==> config.mk <==
export PLATFORM = sky130hd
export DESIGN_NAME = spi_reg_slave
export DESIGN_NICKNAME = d
export VERILOG_FILES = /design/src/rtl/spi_reg_pkg.sv /design/src/rtl/spi_pin_sync.sv /design/src/rtl/spi_reg_bank.sv /design/src/rtl/spi_frame_ctrl.sv /design/src/rtl/spi_reg_slave.sv
export SDC_FILE = /design/constraint.sdc
export NUM_CORES = 1
export LEC_CHECK = 0
export BUFFER_PORTS_ARGS = -buffer_cell sky130_fd_sc_hd__buf_2
export CORE_UTILIZATION = 55
export CTS_CLUSTER_DIAMETER = 150
export DETAILED_ROUTE_END_ITERATION = 12
export HOLD_SLACK_MARGIN = 0.12
export PLACE_DENSITY_LB_ADDON = 0.08
export SKIP_LAST_GASP = 1
export SLEW_MARGIN = 20
export SYNTH_ARGS = -nofsm -noshare
export SYNTH_HDL_FRONTEND = slang
export SYNTH_SLANG_ARGS = --single-unit
==> constraint.sdc <==
create_clock -name clk -period 3.8 [get_ports clk]
set_input_delay 0.38 -clock clk [delete_from_list [all_inputs] [get_ports clk]]
set_output_delay 0.38 -clock clk [all_outputs]
set_load 0.05 [all_outputs]
==> src/rtl/spi_reg_pkg.sv <==
package spi_reg_pkg;

    localparam int CMD_W    = 16;
    localparam int ADDR_W   = 13;
    localparam int BYTE_W   = 8;
    localparam int BITCNT_W = $clog2(BYTE_W);

    localparam logic [1:0] LEN_STREAM = 2'b11;

    // register 0 holds the bit-order control in bit 0
    localparam logic [ADDR_W-1:0] CFG_ADDR = '0;
    localparam logic [BYTE_W-1:0] CFG_MASK = 8'h01;

    typedef enum logic [1:0] {
        PH_CMD_A = 2'd0,   // first command byte
        PH_CMD_B = 2'd1,   // second command byte
        PH_DATA  = 2'd2    // data bytes
    } phase_e;

    typedef struct packed {
        logic              rd;
        logic [1:0]        len;
        logic [ADDR_W-1:0] addr;
    } cmd_t;

    typedef struct packed {
        logic              en;
        logic [ADDR_W-1:0] addr;
        logic [BYTE_W-1:0] data;
    } wr_req_t;

    function automatic logic [BYTE_W-1:0] byte_shift(
        input logic [BYTE_W-1:0] cur, input logic b, input logic lsb);
        return lsb ? {b, cur[BYTE_W-1:1]} : {cur[BYTE_W-2:0], b};
    endfunction

    function automatic logic [CMD_W-1:0] cmd_shift(
        input logic [CMD_W-1:0] cur, input logic b, input logic lsb);
        return lsb ? {b, cur[CMD_W-1:1]} : {cur[CMD_W-2:0], b};
    endfunction

    function automatic logic pick_bit(
        input logic [BYTE_W-1:0] v, input logic [BITCNT_W-1:0] idx, input logic lsb);
        return lsb ? v[idx] : v[BYTE_W-1-int'(idx)];
    endfunction

    function automatic logic [ADDR_W-1:0] step_addr(
        input logic [ADDR_W-1:0] a, input logic lsb);
        return lsb ? a + 1'b1 : a - 1'b1;
    endfunction

endpackage

==> src/rtl/spi_pin_sync.sv <==
module spi_pin_sync #(
    parameter int STAGES = 2
) (
    input  logic clk,
    input  logic rst,
    input  logic sclk_raw,
    input  logic csn_raw,
    input  logic sdi_raw,
    output logic sclk_rise,
    output logic sclk_fall,
    output logic cs_fall,
    output logic cs_rise,
    output logic cs_act,
    output logic sdi_s
);
    localparam int NPIN     = 3;
    localparam int PIN_SCLK = 2;
    localparam int PIN_CSN  = 1;
    localparam int PIN_SDI  = 0;
    localparam logic [NPIN-1:0] PINS_IDLE = 3'b010;

    logic [STAGES-1:0][NPIN-1:0] pipe;
    logic [NPIN-1:0]             cur;
    logic                        sclk_d;
    logic                        csn_d;

    assign cur = pipe[STAGES-1];

    always_ff @(posedge clk) begin
        if (rst) begin
            pipe   <= {STAGES{PINS_IDLE}};
            sclk_d <= 1'b0;
            csn_d  <= 1'b1;
        end else begin
            pipe   <= {pipe[STAGES-2:0], {sclk_raw, csn_raw, sdi_raw}};
            sclk_d <= cur[PIN_SCLK];
            csn_d  <= cur[PIN_CSN];
        end
    end

    assign sclk_rise =  cur[PIN_SCLK] & ~sclk_d;
    assign sclk_fall = ~cur[PIN_SCLK] &  sclk_d;
    assign cs_fall   = ~cur[PIN_CSN]  &  csn_d;
    assign cs_rise   =  cur[PIN_CSN]  & ~csn_d;
    assign cs_act    = ~cur[PIN_CSN];
    assign sdi_s     =  cur[PIN_SDI];

endmodule

==> src/rtl/spi_reg_bank.sv <==
module spi_reg_bank
    import spi_reg_pkg::*;
#(
    parameter  int NUM_REGS = 16,
    localparam int IDX_W    = $clog2(NUM_REGS),
    localparam int SLOTS    = 1 << IDX_W
) (
    input  logic                clk,
    input  logic                rst,
    input  wr_req_t             wr,
    input  logic [ADDR_W-1:0]   ser_addr,
    output logic [BYTE_W-1:0]   ser_rdata,
    input  logic [IDX_W-1:0]    core_addr,
    output logic [BYTE_W-1:0]   core_rdata,
    output logic                cfg_lsb
);
    logic [SLOTS-1:0][BYTE_W-1:0] regs;
    logic                         wr_hit;
    logic                         rd_hit;

    assign wr_hit = wr.en && (wr.addr[ADDR_W-1:IDX_W] == '0);
    assign rd_hit = (ser_addr[ADDR_W-1:IDX_W] == '0);

    generate
        for (genvar i = 0; i < SLOTS; i++) begin : g_slot
            if (i < NUM_REGS) begin : g_real
                localparam logic [BYTE_W-1:0] KEEP = (i == int'(CFG_ADDR)) ? CFG_MASK : '1;
                logic [BYTE_W-1:0] q;
                always_ff @(posedge clk) begin
                    if (rst) begin
                        q <= '0;
                    end else if (wr_hit && wr.addr[IDX_W-1:0] == IDX_W'(i)) begin
                        q <= wr.data & KEEP;
                    end
                end
                assign regs[i] = q;
            end else begin : g_hole
                assign regs[i] = '0;
            end
        end
    endgenerate

    assign ser_rdata  = rd_hit ? regs[ser_addr[IDX_W-1:0]] : '0;
    assign core_rdata = regs[core_addr];
    assign cfg_lsb    = regs[CFG_ADDR[IDX_W-1:0]][0];

endmodule

==> src/rtl/spi_frame_ctrl.sv <==
module spi_frame_ctrl
    import spi_reg_pkg::*;
(
    input  logic                clk,
    input  logic                rst,
    input  logic                sclk_rise,
    input  logic                sclk_fall,
    input  logic                cs_fall,
    input  logic                cs_rise,
    input  logic                cs_act,
    input  logic                sdi_s,
    input  logic                cfg_lsb,
    input  logic [BYTE_W-1:0]   rd_data,
    output logic [ADDR_W-1:0]   rd_addr,
    output wr_req_t             wr,
    output logic                sdo,
    output logic                sdo_en,
    output phase_e              phase,
    output logic [BITCNT_W-1:0] bit_pos
);
    localparam logic [BITCNT_W-1:0] LAST_BIT = BITCNT_W'(BYTE_W - 1);

    phase_e              phase_q;
    logic [BITCNT_W-1:0] bit_q;
    logic [CMD_W-1:0]    cmd_q;
    cmd_t                cur_q;
    logic [1:0]          left_q;
    logic                stream_q;
    logic                lsb_q;
    logic [BYTE_W-1:0]   wsh_q;
    logic [BYTE_W-1:0]   rbyte_q;
    logic                out_q;

    logic                take;
    logic                byte_end;
    logic                abort;
    logic                present;
    logic                idle;
    logic [CMD_W-1:0]    cmd_next;
    logic [BYTE_W-1:0]   wsh_next;
    cmd_t                cmd_dec;

    assign take     = sclk_rise & cs_act;
    assign byte_end = take & (bit_q == LAST_BIT);
    assign idle     = (phase_q == PH_CMD_A) && (bit_q == '0);
    // mid-byte select release drops the frame; in a stream it simply ends it
    assign abort    = cs_rise & ((bit_q != '0) | ((phase_q == PH_DATA) & stream_q));
    assign present  = ((sclk_fall & cs_act) | cs_fall) & (phase_q == PH_DATA) & cur_q.rd;
    assign cmd_next = cmd_shift(cmd_q, sdi_s, lsb_q);
    assign wsh_next = byte_shift(wsh_q, sdi_s, lsb_q);
    assign cmd_dec  = cmd_t'(cmd_next);

    assign wr.en   = byte_end && (phase_q == PH_DATA) && !cur_q.rd;
    assign wr.addr = cur_q.addr;
    assign wr.data = wsh_next;

    assign rd_addr = cur_q.addr;
    assign sdo     = out_q;
    assign sdo_en  = cs_act && (phase_q == PH_DATA) && cur_q.rd;
    assign phase   = phase_q;
    assign bit_pos = bit_q;

    always_ff @(posedge clk) begin
        if (rst) begin
            phase_q  <= PH_CMD_A;
            bit_q    <= '0;
            cmd_q    <= '0;
            cur_q    <= '0;
            left_q   <= '0;
            stream_q <= 1'b0;
            lsb_q    <= 1'b0;
            wsh_q    <= '0;
            rbyte_q  <= '0;
            out_q    <= 1'b0;
        end else if (abort) begin
            phase_q  <= PH_CMD_A;
            bit_q    <= '0;
            stream_q <= 1'b0;
        end else begin
            if (idle) begin
                lsb_q <= cfg_lsb;
            end
            if (take) begin
                bit_q <= bit_q + 1'b1;
                unique case (phase_q)
                    PH_CMD_A: begin
                        cmd_q <= cmd_next;
                        if (bit_q == LAST_BIT) phase_q <= PH_CMD_B;
                    end
                    PH_CMD_B: begin
                        cmd_q <= cmd_next;
                        if (bit_q == LAST_BIT) begin
                            cur_q    <= cmd_dec;
                            stream_q <= (cmd_dec.len == LEN_STREAM);
                            left_q   <= (cmd_dec.len == LEN_STREAM) ? 2'd0 : cmd_dec.len;
                            phase_q  <= PH_DATA;
                        end
                    end
                    default: begin
                        wsh_q <= wsh_next;
                        if (bit_q == LAST_BIT) begin
                            cur_q.addr <= step_addr(cur_q.addr, lsb_q);
                            if (!stream_q) begin
                                if (left_q == 2'd0) phase_q <= PH_CMD_A;
                                else                left_q  <= left_q - 1'b1;
                            end
                        end
                    end
                endcase
            end
            if (present) begin
                out_q <= pick_bit((bit_q == '0) ? rd_data : rbyte_q, bit_q, lsb_q);
                if (bit_q == '0) rbyte_q <= rd_data;
            end
        end
    end

endmodule

==> src/rtl/spi_reg_slave.sv <==
module spi_reg_slave
    import spi_reg_pkg::*;
#(
    parameter  int NUM_REGS    = 16,
    parameter  int SYNC_STAGES = 2,
    localparam int IDX_W       = $clog2(NUM_REGS)
) (
    input  logic              clk,
    input  logic              rst,
    input  logic              spi_sclk,
    input  logic              spi_csn,
    input  logic              spi_sdi,
    output logic              spi_sdo,
    output logic              spi_sdo_en,
    input  logic [IDX_W-1:0]  core_addr,
    output logic [BYTE_W-1:0] core_rdata
);
    logic                sclk_rise;
    logic                sclk_fall;
    logic                cs_fall;
    logic                cs_rise;
    logic                cs_act;
    logic                sdi_s;
    logic                cfg_lsb;
    logic [ADDR_W-1:0]   rd_addr;
    logic [BYTE_W-1:0]   rd_data;
    wr_req_t             wr;
    phase_e              phase;
    logic [BITCNT_W-1:0] bit_pos;
    logic                in_data;

    assign in_data = (phase == PH_DATA);

    spi_pin_sync #(.STAGES(SYNC_STAGES)) u_sync (
        .clk       (clk),
        .rst       (rst),
        .sclk_raw  (spi_sclk),
        .csn_raw   (spi_csn),
        .sdi_raw   (spi_sdi),
        .sclk_rise (sclk_rise),
        .sclk_fall (sclk_fall),
        .cs_fall   (cs_fall),
        .cs_rise   (cs_rise),
        .cs_act    (cs_act),
        .sdi_s     (sdi_s)
    );

    spi_frame_ctrl u_ctrl (
        .clk       (clk),
        .rst       (rst),
        .sclk_rise (sclk_rise),
        .sclk_fall (sclk_fall),
        .cs_fall   (cs_fall),
        .cs_rise   (cs_rise),
        .cs_act    (cs_act),
        .sdi_s     (sdi_s),
        .cfg_lsb   (cfg_lsb),
        .rd_data   (rd_data),
        .rd_addr   (rd_addr),
        .wr        (wr),
        .sdo       (spi_sdo),
        .sdo_en    (spi_sdo_en),
        .phase     (phase),
        .bit_pos   (bit_pos)
    );

    spi_reg_bank #(.NUM_REGS(NUM_REGS)) u_bank (
        .clk        (clk),
        .rst        (rst),
        .wr         (wr),
        .ser_addr   (rd_addr),
        .ser_rdata  (rd_data),
        .core_addr  (core_addr),
        .core_rdata (core_rdata),
        .cfg_lsb    (cfg_lsb)
    );

endmodule

# After elaboration in Yosys (flattened, before gate mapping)
# Index checks and enable logic that the tools add are counted.
dict set report word_totals {
  regBits 185
  word_cells 153
}
dict set report classes {
  n_reduce_logical 41
  bitwise 20
  addsub 5
  mux 30
  n_lt_le_gt_ge 4
  eq_ne 22
}
# cell count
set ops {}
lappend ops {{8-bit binary-select mux with 4-bit select} 2}
lappend ops {{8-bit two-way mux} 5}
lappend ops {{13-bit two-way mux} 3}
lappend ops {{4-bit == test (second input constant)} 8}
lappend ops {{32-bit by 5-bit < comparator with 1-bit output (second input constant)} 1}
lappend ops {{13-bit case mux with 2 select lines} 1}
lappend ops {{1-bit logical AND} 22}
lappend ops {{2-bit two-way mux} 10}
lappend ops {{4-bit by 3-bit == test with 1-bit output (second input constant)} 4}
lappend ops {{16-bit two-way mux} 1}
lappend ops {{13-bit by 1-bit adder with 13-bit output (second input constant)} 1}
lappend ops {{13-bit by 1-bit subtractor with 13-bit output (second input constant)} 1}
lappend ops {{4-bit AND reduction} 3}
lappend ops {{1-bit bitwise AND} 11}
lappend ops {{4-bit by 5-bit < comparator with 1-bit output (second input constant)} 2}
lappend ops {{9-bit zero test} 1}
lappend ops {{3-bit AND reduction} 3}
lappend ops {{4-bit by 2-bit == test with 1-bit output (second input constant)} 2}
lappend ops {{2-bit case mux with 2 select lines} 2}
lappend ops {{1-bit inverter} 7}
lappend ops {{1-bit binary-select mux with 3-bit select} 2}
lappend ops {{6-bit AND reduction} 1}
lappend ops {{3-bit nonzero test} 2}
lappend ops {{2-bit == test (second input constant)} 2}
lappend ops {{17 further kinds} 25}

# Depth between registers and ports, before layout
# Gate-level depths: netlist of the first run.
dict set report depth {
  word_depth 8
  depth_mapped 11
}

# Modules after synthesis
# A second synthesis of the first run with hierarchy kept.
dict set report hier_totals {
  hier_cells 1038
  area_unflattened_um2 10259.8
}
# module area_each_um2 instances cells_each
set by_module_without_submodules {}
lappend by_module_without_submodules {spi_reg_bank 6561.3 1 603}
lappend by_module_without_submodules {spi_frame_ctrl 3459.6 1 414}
lappend by_module_without_submodules {spi_pin_sync 239.0 1 21}

# Least setup slack after synthesis of the first run
# No wires, ideal clock.
dict set report synth_path {
  path_type {input port to output port}
  from {in core_addr[0]}
  to {out core_rdata[3]}
  t_arrival_ns 2.403
  setup_slack_ns 1.017
  path_stages 4
  cell_sequence {clkbuf_1 -> buf_1 -> mux4_2 -> mux4_2}
}
dict set report synth_via {
  elab_chain_cells 2
}
# element line
set synth_rtl {}
lappend synth_rtl {{from (decl)} spi_reg_slave.sv:15} ;# input logic [IDX_W-1:0] core_addr,
lappend synth_rtl {{8-bit binary-select mux with 4-bit select} spi_reg_bank.sv:44} ;# assign core_rdata = regs[core_addr];
lappend synth_rtl {{8-bit two-way mux (not written as such)} spi_reg_bank.sv:44}
lappend synth_rtl {{to (decl)} spi_reg_slave.sv:16} ;# output logic [BYTE_W-1:0] core_rdata
# No other way between the ends. The select of a mux whose other input is x is not followed.

# Worst setup path after layout of the first run
dict set report layout_path {
  from {reg u_ctrl.cur_q, in the netlist u_ctrl.rd_addr[1]}
  to {reg u_ctrl.out_q, in the netlist u_ctrl.sdo}
}
dict set report layout_via {
  elab_chain_cells 8
  elab_cells_between_ends 10
}
# element line
set layout_rtl {}
lappend layout_rtl {{from (decl)} spi_frame_ctrl.sv:26} ;# cmd_t cur_q;
lappend layout_rtl {{from (signal assigned)} spi_frame_ctrl.sv:93} ;# cur_q <= cmd_dec;
lappend layout_rtl {{8-bit binary-select mux with 4-bit select (*)} spi_reg_bank.sv:43} ;# assign ser_rdata = rd_hit ? regs[ser_addr[IDX_W-1:0]] : '0;
lappend layout_rtl {{8-bit two-way mux (not written as such) (*)} spi_reg_bank.sv:43}
lappend layout_rtl {{8-bit two-way mux (*)} spi_reg_bank.sv:43}
lappend layout_rtl {{8-bit two-way mux (*)} n/a}
lappend layout_rtl {{1-bit binary-select mux with 3-bit select} spi_reg_pkg.sv:44} ;# return lsb ? v[idx] : v[BYTE_W-1-int'(idx)];
lappend layout_rtl {{1-bit two-way mux (not written as such) (2 in a row)} spi_reg_pkg.sv:44}
lappend layout_rtl {{1-bit two-way mux (*)} spi_reg_pkg.sv:44}
lappend layout_rtl {{to (signal assigned)} spi_frame_ctrl.sv:112} ;# out_q <= pick_bit((bit_q == '0) ? rd_data : rbyte_q, bit_q, lsb_q);
lappend layout_rtl {{to (decl)} spi_frame_ctrl.sv:32} ;# logic out_q;
# Mark *: on every way between the ends. The rest lies on a longest branch, timed or not. The select of a mux whose other input is x is not followed.
# A chain may end at the register's enable or synchronous reset.

==> results.md, run 1 <==
* Status: finished clean
* Worst slew pin tran at 964.1 ps
* Syn_nets at 1140
* Worst Path Class, Setup: reg -> reg
* Yosys reg bits at 185
* H-tree depth at 4
* Number of synthesized flops with an enable pin at 0
* Tmin final at 3137 ps
* FFs w/ async S/R, synth at 0%
* Ports at 19
* Final net count at 1115
* CP cell instances: buf_4, mux4_2, mux2_2, nor3b_1, a221oi_2, mux4_2, mux2i_1, o211ai_1, a21oi_1
* Initial antenna violation count at 0
* DP Wirelength at 19310 µm
* Max Slew Vio Count at 0
* Synth unique cells at 64
* Syn_area_per_cell at 8.887 µm²
* Starting DRT DRC Count at 783
* Number of global-route vias before repair at 7709
* # Post-CTS Setup Buffers at 0
* CP max-delay cell: dfxtp_2
* Die height at 136.2 µm
* RD Place Congestion at 0.9271
* Leak Pwr at 0.003643 µW
* Final wirelength at 28980 µm
* Hold-fix buffers, CTS at 0
* Seq/Total Area, Yosys at 37.37%
* Overall power at 3850 µW
* Share of cells above drive strength 1 at 15.68%
* Pin count of the biggest net entering global routing at 67
* Max-slew headroom at 35.72%
* Via count at 8407
* Worst path most repeated cell: mux4_2
* Startpoint types: flop
* Slowest stage delay, CP at 910 ps
* Crit path max fanout at 31
* CTS Buffer Depth at 2
* CTS root buf: clkbuf_16
* Wire per inst at 21.82 µm
* Worst path required time at 4110 ps
* Grt total ovfl at 0
* Setup Skew at 10.70 ps
* Synth warn at 0
* Max VDD drop at 554.2 µV
* Die Area at 0.01856 mm²
* Cts bufs inserted at 17
* Final antenna-violating net count at 0
* Synth area leaders: dfxtp_1 (37%), mux4_2 (11%), nand2_1 (9.1%)
* Critical path capture point type: flop
* Skew-Pair Late Insertion Delay at 440 ps
* Synthesized instance count at 1115
* Ant. Diodes at 0
* MaxCap Viol Count at 0
* Fmax at 0.3187 GHz
* Port buffer count at 18
* # DRC at 0
* Crit path DAT at 3450 ps
* Synth-to-Final Area Change at 7.752%
* CTS tree: built
* Die span in x at 136.2 µm
* Core ar. at 0.01742 mm²
* Pwr dens at 360.6 mW/mm²
* TNS Setup at 0 ps
* Biggest area consumer among synthesized cells: dfxtp_1
* DR vias/cell at 6.331
* RSZ-0062 raised after global routing: false
* Global Route Usage Sum at 32.37%
* Worst min-delay path class: in -> reg
* CTS-repair resized insts at 0
* CTS Sinks at 185
* Final setup violating endpoints at 0
* Fin crit share at 82.56%
* First-pass GRT wire length at 44820 µm
* Initial Utilization at 56.90%
* Hold Vio Cnt, Final at 0
* Clock slew at the register clock pins of the worst setup and hold paths at 70 ps
* DRT Pass-1 Iters at 5
* Primary FF master, synth: dfxtp_1
* Synth top area share at 37.37%
* Core Rows at 48
* Most numerous cell in the Yosys netlist: nand2_1
* Synthesized cell area at 0.009910 mm²
* Post-synth top cells: nand2_1 (240), dfxtp_1 (185), a21oi_1 (136)
-- where the power goes --
group / internal (µW) / total [µW] / switching (µW)
Combinational: 28.3 / 96.5 / 68.2
Clock: 1010 / 1810 / 793
Sequential: 1940 / 1950 / 4.51
Total: 2980 / 3850 / 866
-- cells in the final DEF, fill, tap and decap left out, types with 3 or more instances in the layout --
cell type | Yosys | final
a31oi_1 | 3 | 3
mux4_2 | 47 | 47
dfxtp_1 | 185 | 183
clkbuf_16 | 0 | 17
nand2b_1 | 11 | 11
nor4_2 | 3 | 3
a311oi_1 | 3 | 3
nor2_1 | 87 | 87
and2_1 | 3 | 3
nor3_1 | 18 | 18
or2_2 | 4 | 4
o211ai_1 | 4 | 4
nand3_1 | 10 | 10
o21ai_0 | 17 | 17
ha_1 | 15 | 15
buf_4 | 3 | 20
or3_1 | 4 | 4
mux2i_1 | 47 | 47
inv_1 | 10 | 10
o21bai_1 | 5 | 5
nand2_1 | 240 | 240
nor4_1 | 4 | 4
nand4_1 | 5 | 5
xor2_1 | 4 | 4
a21o_1 | 3 | 3
xnor2_1 | 6 | 6
buf_2 | 11 | 17
mux2_2 | 39 | 39
a32oi_1 | 5 | 5
nor2b_1 | 22 | 21
a211oi_1 | 30 | 30
mux4_1 | 6 | 6
a221oi_1 | 9 | 9
a21oi_1 | 136 | 136
inv_6 | 0 | 4
o22ai_1 | 9 | 9
a22o_1 | 8 | 8
-- kinds of logic (layout without fill, tap and decap cells) --
kind of cell	Yosys count	count (layout)	synth area share (%)
xor+xnor	10	10	0.8838
compound gates	246	246	15.24
simple gates	425	425	18.75
buf+inv	93	81	4.091
flops	185	185	37.37
mux	140	140	21.57
fa+ha+maj	16	16	2.096
-- cell type report --
class / count / area [µm²]
fillers: 1526 / 6739
flip-flops and latches: 185 / 3706
inverters: 11 / 41.29
multi-input cells: 837 / 5808
clock buffers: 20 / 456.7
repair buffers: 38 / 246.5
well taps: 225 / 281.5
clock inverters: 12 / 137.6
-- critical path: cells and delay by family (launching register included) --
family                 cells  cell delay (ps)
AND/OR/NAND/NOR            1              150
flip-flops                 1              910
AO/OA/AOI/OAI              3              470
buffers and inverters      1              340
multiplexers               4             1140
-- state kept, by name (all words and copies together), names as in the netlist, 2 cells and up --
register	count
u_ctrl.cmd_q	16
u_sync.pipe	3
u_ctrl.left_q	2
u_sync.cur	3
u_ctrl.bit_pos	3
u_ctrl.rd_addr	13
u_ctrl.phase	2
u_ctrl.rbyte_q	8
u_ctrl.wsh_q	8
u_bank.g_slot.g_real.q	121
-- metal layers --
metal  GRT usage [%]  share of wire, %  routed length [µm]
met5               0                 0                   0
met4           10.93               2.5                 730
met3           6.227               8.4                2441
met2           48.70                45               12950
met1           46.31                44               12860
-- per-stage QoR --
| step | area (µm²) | setup slack (ps) | utilization, % | instances | hold slack, ps |
|---|---|---|---|---|---|
| 5_1_grt | 10680 | 469.3 | 61.31 | 1328 | 133.6 |
| 6_report | 10680 | 662.7 | 61.31 | 1328 | 133.6 |
| 2_1_floorplan | 9910 | 1017 | - | 1115 | 389.5 |
| 3_5_place_dp | 10080 | 716.6 | 57.87 | 1296 | 404.7 |
| 4_1_cts | 10670 | 697.8 | 61.28 | 1328 | 125.8 |
| 3_3_place_gp | 10080 | 745.9 | 57.87 | 1296 | 395.2 |
-- final timing paths --
path	endpoint	cells after the start	slack, ps	from
max	u_ctrl.sdo$_SDFFE_PP0P_	9	660	u_ctrl.rd_addr[1]$_SDFFE_PP0P_
min	u_sync.pipe[1]$_SDFF_PP1_	2	130	spi_csn
max reg2reg	u_ctrl.sdo$_SDFFE_PP0P_	9	660	u_ctrl.rd_addr[1]$_SDFFE_PP0P_
min reg2reg	u_sync.cur[1]$_SDFF_PP1_	1	420	u_sync.pipe[1]$_SDFF_PP1_
(Power assumes the default switching activity.)
==> run 2: changes to the inputs <==
==> constraint.sdc (replaced) <==
create_clock -name clk -period 3.2 [get_ports clk]
set_input_delay 0.32 -clock clk [delete_from_list [all_inputs] [get_ports clk]]
set_output_delay 0.32 -clock clk [all_outputs]
set_load 0.05 [all_outputs]
==> results.md, run 2 (synthesis results as in run 1) <==
* Status: finished clean (unchanged)
* Switching Share at 22.21% (was 22.49%)
* CTS tree: built (unchanged)
* Initial Utilization at 56.90% (unchanged)
* Ant. Diodes at 0 (unchanged)
* Worst slew pin tran at 804.9 ps (was 964.1 ps)
* CP max-delay cell: dfxtp_2 (unchanged)
* H-tree depth at 4 (unchanged)
* Final setup violating endpoints at 0 (unchanged)
* Wire per inst at 21.27 µm (was 21.82 µm)
* Final wirelength at 28480 µm (was 28980 µm)
* Critical path capture point type: flop (unchanged)
* Fin crit share at 90.70% (was 82.56%)
* Die height at 136.2 µm (unchanged)
* Number of global-route vias before repair at 7748 (was 7709)
* Max reg flops at 121 (unchanged)
* RSZ-0062 raised after global routing: false (unchanged)
* Final antenna-violating net count at 0 (unchanged)
* Die Area at 0.01856 mm² (unchanged)
* Clock slew at the register clock pins of the worst setup and hold paths at 70 ps (about the same)
* Setup Skew at 11.25 ps (was 10.70 ps)
* Leak Pwr at 0.003730 µW (was 0.003643 µW)
* Crit path DAT at 3220 ps (was 3450 ps)
* CP cell instances: buf_4, mux4_2, mux2i_1, nand2_1, a32oi_1, mux4_2, mux2i_1, o211ai_1, a21oi_1 (was buf_4, mux4_2, mux2_2, nor3b_1, a221oi_2, mux4_2, mux2i_1, o211ai_1, a21oi_1)
* Crit path max fanout at 28 (was 31)
* Hold Vio Cnt, Final at 0 (unchanged)
* Pwr dens at 437.1 mW/mm² (was 360.6 mW/mm²)
* Cell internal pwr at 3688 µW (was 2984 µW)
* Synth-to-Final Area Change at 9.458% (was 7.752%)
* Hold path depth at 2 (unchanged)
* Most common cell after layout, fill and taps aside: nand2_1 (unchanged)
* Biggest register: u_bank.g_slot.g_real.q (unchanged)
* RD Place Congestion at 0.9764 (was 0.9271)
* CTS Sinks at 185 (unchanged)
* CTS root buf: clkbuf_16 (unchanged)
* Pin count of the biggest net entering global routing at 117 (was 67)
* Ports at 19 (unchanged)
* HP Start: rst (was spi_csn)
* Hold slack final at 286.6 ps (was 133.6 ps)
* Final net count at 1127 (was 1115)
* Most frequent cells in the layout: nand2_1 (240), dfxtp_1 (183), a21oi_1 (136) (unchanged)
* Slowest stage delay, CP at 760 ps (was 910 ps)
* CTS-repair resized insts at 0 (unchanged)
* Via count at 8498 (was 8407)
* Core Rows at 48 (unchanged)
* Startpoint types: flop (unchanged)
* Clock share of power at 48.6% (was 46.9%)
* Port buffer count at 18 (unchanged)
* Starting DRT DRC Count at 840 (was 783)
* MaxCap Viol Count at 0 (unchanged)
* Die span in x at 136.2 µm (unchanged)
* Tmin final at 2902 ps (was 3137 ps)
* Initial antenna violation count at 0 (unchanged)
* # DRC at 0 (unchanged)
* Max-slew headroom at 46.34% (was 35.72%)
* Fmax at 0.3446 GHz (was 0.3187 GHz)
* WHS Endpoint: u_ctrl.left_q[1]$_SDFFE_PP0P_ (was u_sync.pipe[1]$_SDFF_PP1_)
* Worst min-delay path class: in -> reg (unchanged)
* Share of cells above drive strength 1 at 16.25% (was 15.68%)
* RR Endpoint: u_ctrl.sdo$_SDFFE_PP0P_ (unchanged)
* Flop-to-flop setup slack at 300 ps (was 660 ps)
* Core ar. at 0.01742 mm² (unchanged)
* Worst Path Class, Setup: reg -> reg (unchanged)
* Global Route Usage Sum at 32.20% (was 32.37%)
* TNS Setup at 0 ps (unchanged)
* First-pass GRT wire length at 44630 µm (was 44820 µm)
* Comb power frac at 2.6% (was 2.5%)
* CTS Buffer Depth at 2 (unchanged)
* Register share of total power at 48.8% (was 50.6%)
* DR vias/cell at 6.347 (was 6.331)
* Max VDD drop at 588.6 µV (was 554.2 µV)
* Cts bufs inserted at 17 (unchanged)
* Reg2Reg Depth at 9 (unchanged)
* Beginning of the critical path: u_ctrl.rd_addr[3]$_SDFFE_PP0P_ (was u_ctrl.rd_addr[1]$_SDFFE_PP0P_)
* NetSw at 1053 µW (was 865.7 µW)
* DP Wirelength at 19590 µm (was 19310 µm)
* Max Slew Vio Count at 0 (unchanged)
* Worst path required time at 3520 ps (was 4110 ps)
* Final core utilization at 62.28% (was 61.31%)
* DRT Pass-1 Iters at 7 (was 5)
* RR Startpoint: u_ctrl.rd_addr[3]$_SDFFE_PP0P_ (was u_ctrl.rd_addr[1]$_SDFFE_PP0P_)
* Grt total ovfl at 0 (unchanged)
* Skew-Pair Late Insertion Delay at 440 ps (about the same)
==> run 2: cell types whose count changed in the layout (fill, tap and decap cells not counted), sizes merged <==
| cell | before | now |
|---|---|---|
| bufinv | 2 | 4 |
| clkbuf | 20 | 19 |
| buf | 38 | 47 |
| clkinv | 5 | 3 |
| dlygate4sd3 | 0 | 3 |
==> run 2: timing repair <==
action,CTS,global route
setup endpoints to repair,0,0
endpoints found under the hold margin,3,0
setup buffers,0,0
hold buffers,3,0
==> run 2: worst max path at each step <==
stage                                         end  slack [ps]
final                     u_ctrl.sdo$_SDFFE_PP0P_         300
after detailed placement  u_ctrl.sdo$_SDFFE_PP0P_         410
after CTS                 u_ctrl.sdo$_SDFFE_PP0P_         360
after floorplan                     core_rdata[3]         540
after global placement    u_ctrl.sdo$_SDFFE_PP0P_         420
after global routing      u_ctrl.sdo$_SDFFE_PP0P_          20
==> run 2: area by class of cell <==
cell class	instances	area, µm²
tap	225	281.5
multi-input combinational	837	5803
clock inverter	12	190.2
inverter	11	41.29
sequential	185	3706
clock buffer	19	442.9
timing repair buffer	50	381.6
fill	1510	6570
==> run 2: per-stage QoR <==
| step | power (µW) | setup slack (ps) | instances | instance area (µm²) |
|---|---|---|---|---|
| after detailed placement | 2485 | 413.4 | 1305 | 10180 |
| after global placement | 2484 | 418.8 | 1305 | 10180 |
| after floorplan | 2450 | 536.7 | 1115 | 9910 |
| after CTS | 4755 | 363.3 | 1339 | 10850 |
| final | 4741 | 297.7 | 1339 | 10850 |
| after global routing | 4859 | 19.93 | 1339 | 10850 |
==> run 2: routing by layer <==
layer | up-vias | routed length, µm | GRT usage, % | share of wire [%]
met5 | - | 0 | 0 | 0
met4 | 0 | 723 | 11.91 | 2.5
met3 | 52 | 2701 | 7.494 | 9.5
met2 | 364 | 12180 | 45.97 | 43
met1 | 4115 | 12870 | 46.90 | 45
li1 | 3967 | - | - | -
==> run 2: worst max-delay path, delay by kind of cell, from the launching register on <==
| kind | cells | cell delay (ps) |
|---|---|---|
| flops | 1 | 760 |
| compound gates | 3 | 580 |
| buf+inv | 1 | 320 |
| simple gates | 1 | 110 |
| mux | 4 | 990 |
==> run 2: power groups by stage <==
stage | Sequential (µW) | Clock, µW | Combinational (µW)
floorplan | 2360 | 0 | 86.1
global placement | 2370 | 0 | 119
detailed placement | 2370 | 0 | 119
CTS | 2310 | 2320 | 122
global route | 2310 | 2420 | 131
finish | 2310 | 2310 | 123
==> run 3: changes to the inputs <==
==> constraint.sdc (replaced) <==
create_clock -name clk -period 3.2 [get_ports clk]
set_input_delay 0.32 -clock clk [delete_from_list [all_inputs] [get_ports clk]]
set_output_delay 0.32 -clock clk [all_outputs]
set_load 0.02 [all_outputs]
==> results.md, run 3 (synthesis results as in run 1) <==
* Most common cell after layout, fill and taps aside: nand2_1 (unchanged)
* Status: finished clean (unchanged)
* Global Route Usage Sum at 30.71% (was 32.20%)
* Tmin final at 2870 ps (was 2902 ps)
* Crit path max fanout at 47 (was 28)
* Overall power at 4602 µW (was 4741 µW)
* First-pass GRT wire length at 43040 µm (was 44630 µm)
* CTS-repair resized insts at 0 (unchanged)
* Ports at 19 (unchanged)
* Hold Vio Cnt, Final at 0 (unchanged)
* Grt total ovfl at 0 (unchanged)
* Worst slew pin tran at 849.8 ps (was 804.9 ps)
* Number of global-route vias before repair at 7472 (was 7748)
* Share of cells above drive strength 1 at 16.34% (was 16.25%)
* Skew-Pair Late Insertion Delay at 440 ps (about the same)
* Max reg flops at 121 (unchanged)
* Clock slew at the register clock pins of the worst setup and hold paths at 70 ps (about the same)
* Initial antenna violation count at 0 (unchanged)
* Initial Utilization at 56.90% (unchanged)
* Final net count at 1126 (was 1127)
* Synth-to-Final Area Change at 8.902% (was 9.458%)
* Biggest register: u_bank.g_slot.g_real.q (unchanged)
* Leak Pwr at 0.003708 µW (was 0.003730 µW)
* Pin count of the biggest net entering global routing at 80 (was 117)
* H-tree depth at 4 (unchanged)
* Starting DRT DRC Count at 977 (was 840)
* Ant. Diodes at 0 (unchanged)
* Final setup violating endpoints at 0 (unchanged)
* Fmax at 0.3484 GHz (was 0.3446 GHz)
* Fin crit share at 89.69% (was 90.70%)
* CTS tree: built (unchanged)
* RSZ-0062 raised after global routing: false (unchanged)
* Crit path DAT at 3180 ps (was 3220 ps)
* CTS Buffer Depth at 2 (unchanged)
* Wire per inst at 20.45 µm (was 21.27 µm)
* Critical path capture point type: flop (unchanged)
* DRT Pass-1 Iters at 5 (was 7)
* Max Slew Vio Count at 0 (unchanged)
* Via count at 8414 (was 8498)
* CTS root buf: clkbuf_16 (unchanged)
* Die Area at 0.01856 mm² (unchanged)
* Core ar. at 0.01742 mm² (unchanged)
* Max-slew headroom at 43.35% (was 46.34%)
* Hold path depth at 2 (unchanged)
* Final antenna-violating net count at 0 (unchanged)
* Die span in x at 136.2 µm (unchanged)
* Die height at 136.2 µm (unchanged)
* Pwr dens at 426.5 mW/mm² (was 437.1 mW/mm²)
* Max VDD drop at 596.7 µV (was 588.6 µV)
* Port buffer count at 18 (unchanged)
* MaxCap Viol Count at 0 (unchanged)
* TNS Setup at 0 ps (unchanged)
* # DRC at 0 (unchanged)
* Reg2Reg Depth at 9 (unchanged)
* Setup Skew at 13.17 ps (was 11.25 ps)
* Core Rows at 48 (unchanged)
* RD Place Congestion at 0.9235 (was 0.9764)
* Startpoint types: flop (unchanged)
* DP Wirelength at 19310 µm (was 19590 µm)
* DR vias/cell at 6.284 (was 6.347)
* Worst min-delay path class: in -> reg (unchanged)
* Worst Path Class, Setup: reg -> reg (unchanged)
* Cts bufs inserted at 17 (unchanged)
* Most frequent cells in the layout: nand2_1 (240), dfxtp_1 (183), a21oi_1 (136) (unchanged)
* Final wirelength at 27380 µm (was 28480 µm)
* Worst path required time at 3510 ps (was 3520 ps)
* CTS Sinks at 185 (unchanged)
[run 3: cell types whose count changed in the layout (fill, tap and decap cells not counted)]
cell / delta
bufinv_16: -2
clkinv_2: +2
inv_6: +2
buf_12: -1
clkbuf_1: -1
clkinv_4: +1
clkinvlp_4: -1
[run 3: routing by layer]
layer	routed length, µm	track usage [%]	share of wire, %	vias up
li1	-	-	-	3977
met1	13040	47.14	48	4058
met2	11440	42.58	42	349
met3	2409	6.488	8.8	30
met4	487	9.012	1.8	0
met5	0	0	0	-
[run 3: cell type report]
class,count,area [µm²]
Clock buffer,18,439.2
Fill cell,1516,6625
Tap cell,225,281.5
Sequential cell,185,3706
Inverter,11,41.29
Clock inverter,14,158.9
Multi-Input combinational cell,837,5803
Timing Repair Buffer,49,361.6
[run 3: timing repair]
action / in CTS / in global routing
hold buffers: 3 / 0
hold endpoints to repair: 3 / 0
buffers inserted: 0 / 0
[run 3: worst paths after layout]
| path | to | slack, ps | from |
|---|---|---|---|
| worst max-delay path | u_ctrl.sdo$_SDFFE_PP0P_ | 330 | u_ctrl.rd_addr[1]$_SDFFE_PP0P_ |
| worst min-delay path | u_ctrl.cmd_q[14]$_SDFFE_PP0P_ | 180 | rst |
| worst max register to register | u_ctrl.sdo$_SDFFE_PP0P_ | 330 | u_ctrl.rd_addr[1]$_SDFFE_PP0P_ |
| worst min register to register | u_sync.cur[1]$_SDFF_PP1_ | 410 | u_sync.pipe[1]$_SDFF_PP1_ |
[run 3: critical path, stage by stage, from the launching register on]
cell      delay [ps]
dfxtp_2          380
buf_12           280
mux4_1           580
mux2i_1          390
nor3_1           100
a221oi_1         340
mux4_2           320
mux2i_1           70
o211ai_1         180
a21oi_1           90
[run 3: report_power, final]
group	internal, µW	switching (µW)	total, µW
clock network	1190	983	2170
logic	36.8	78.6	115
registers	2310	5.30	2310
[run 3: through the flow]
stage	hold slack [ps]	util, %	setup slack [ps]	std cells	instance area (µm²)
global placement	393.3	58.35	450.8	1304	10160
CTS	164.3	61.96	381.0	1339	10790
detailed placement	392.8	58.35	402.7	1304	10160
floorplan	389.5	-	567.4	1115	9910
global route	177.6	61.96	164.0	1339	10790
finish	175.9	61.96	329.9	1339	10790
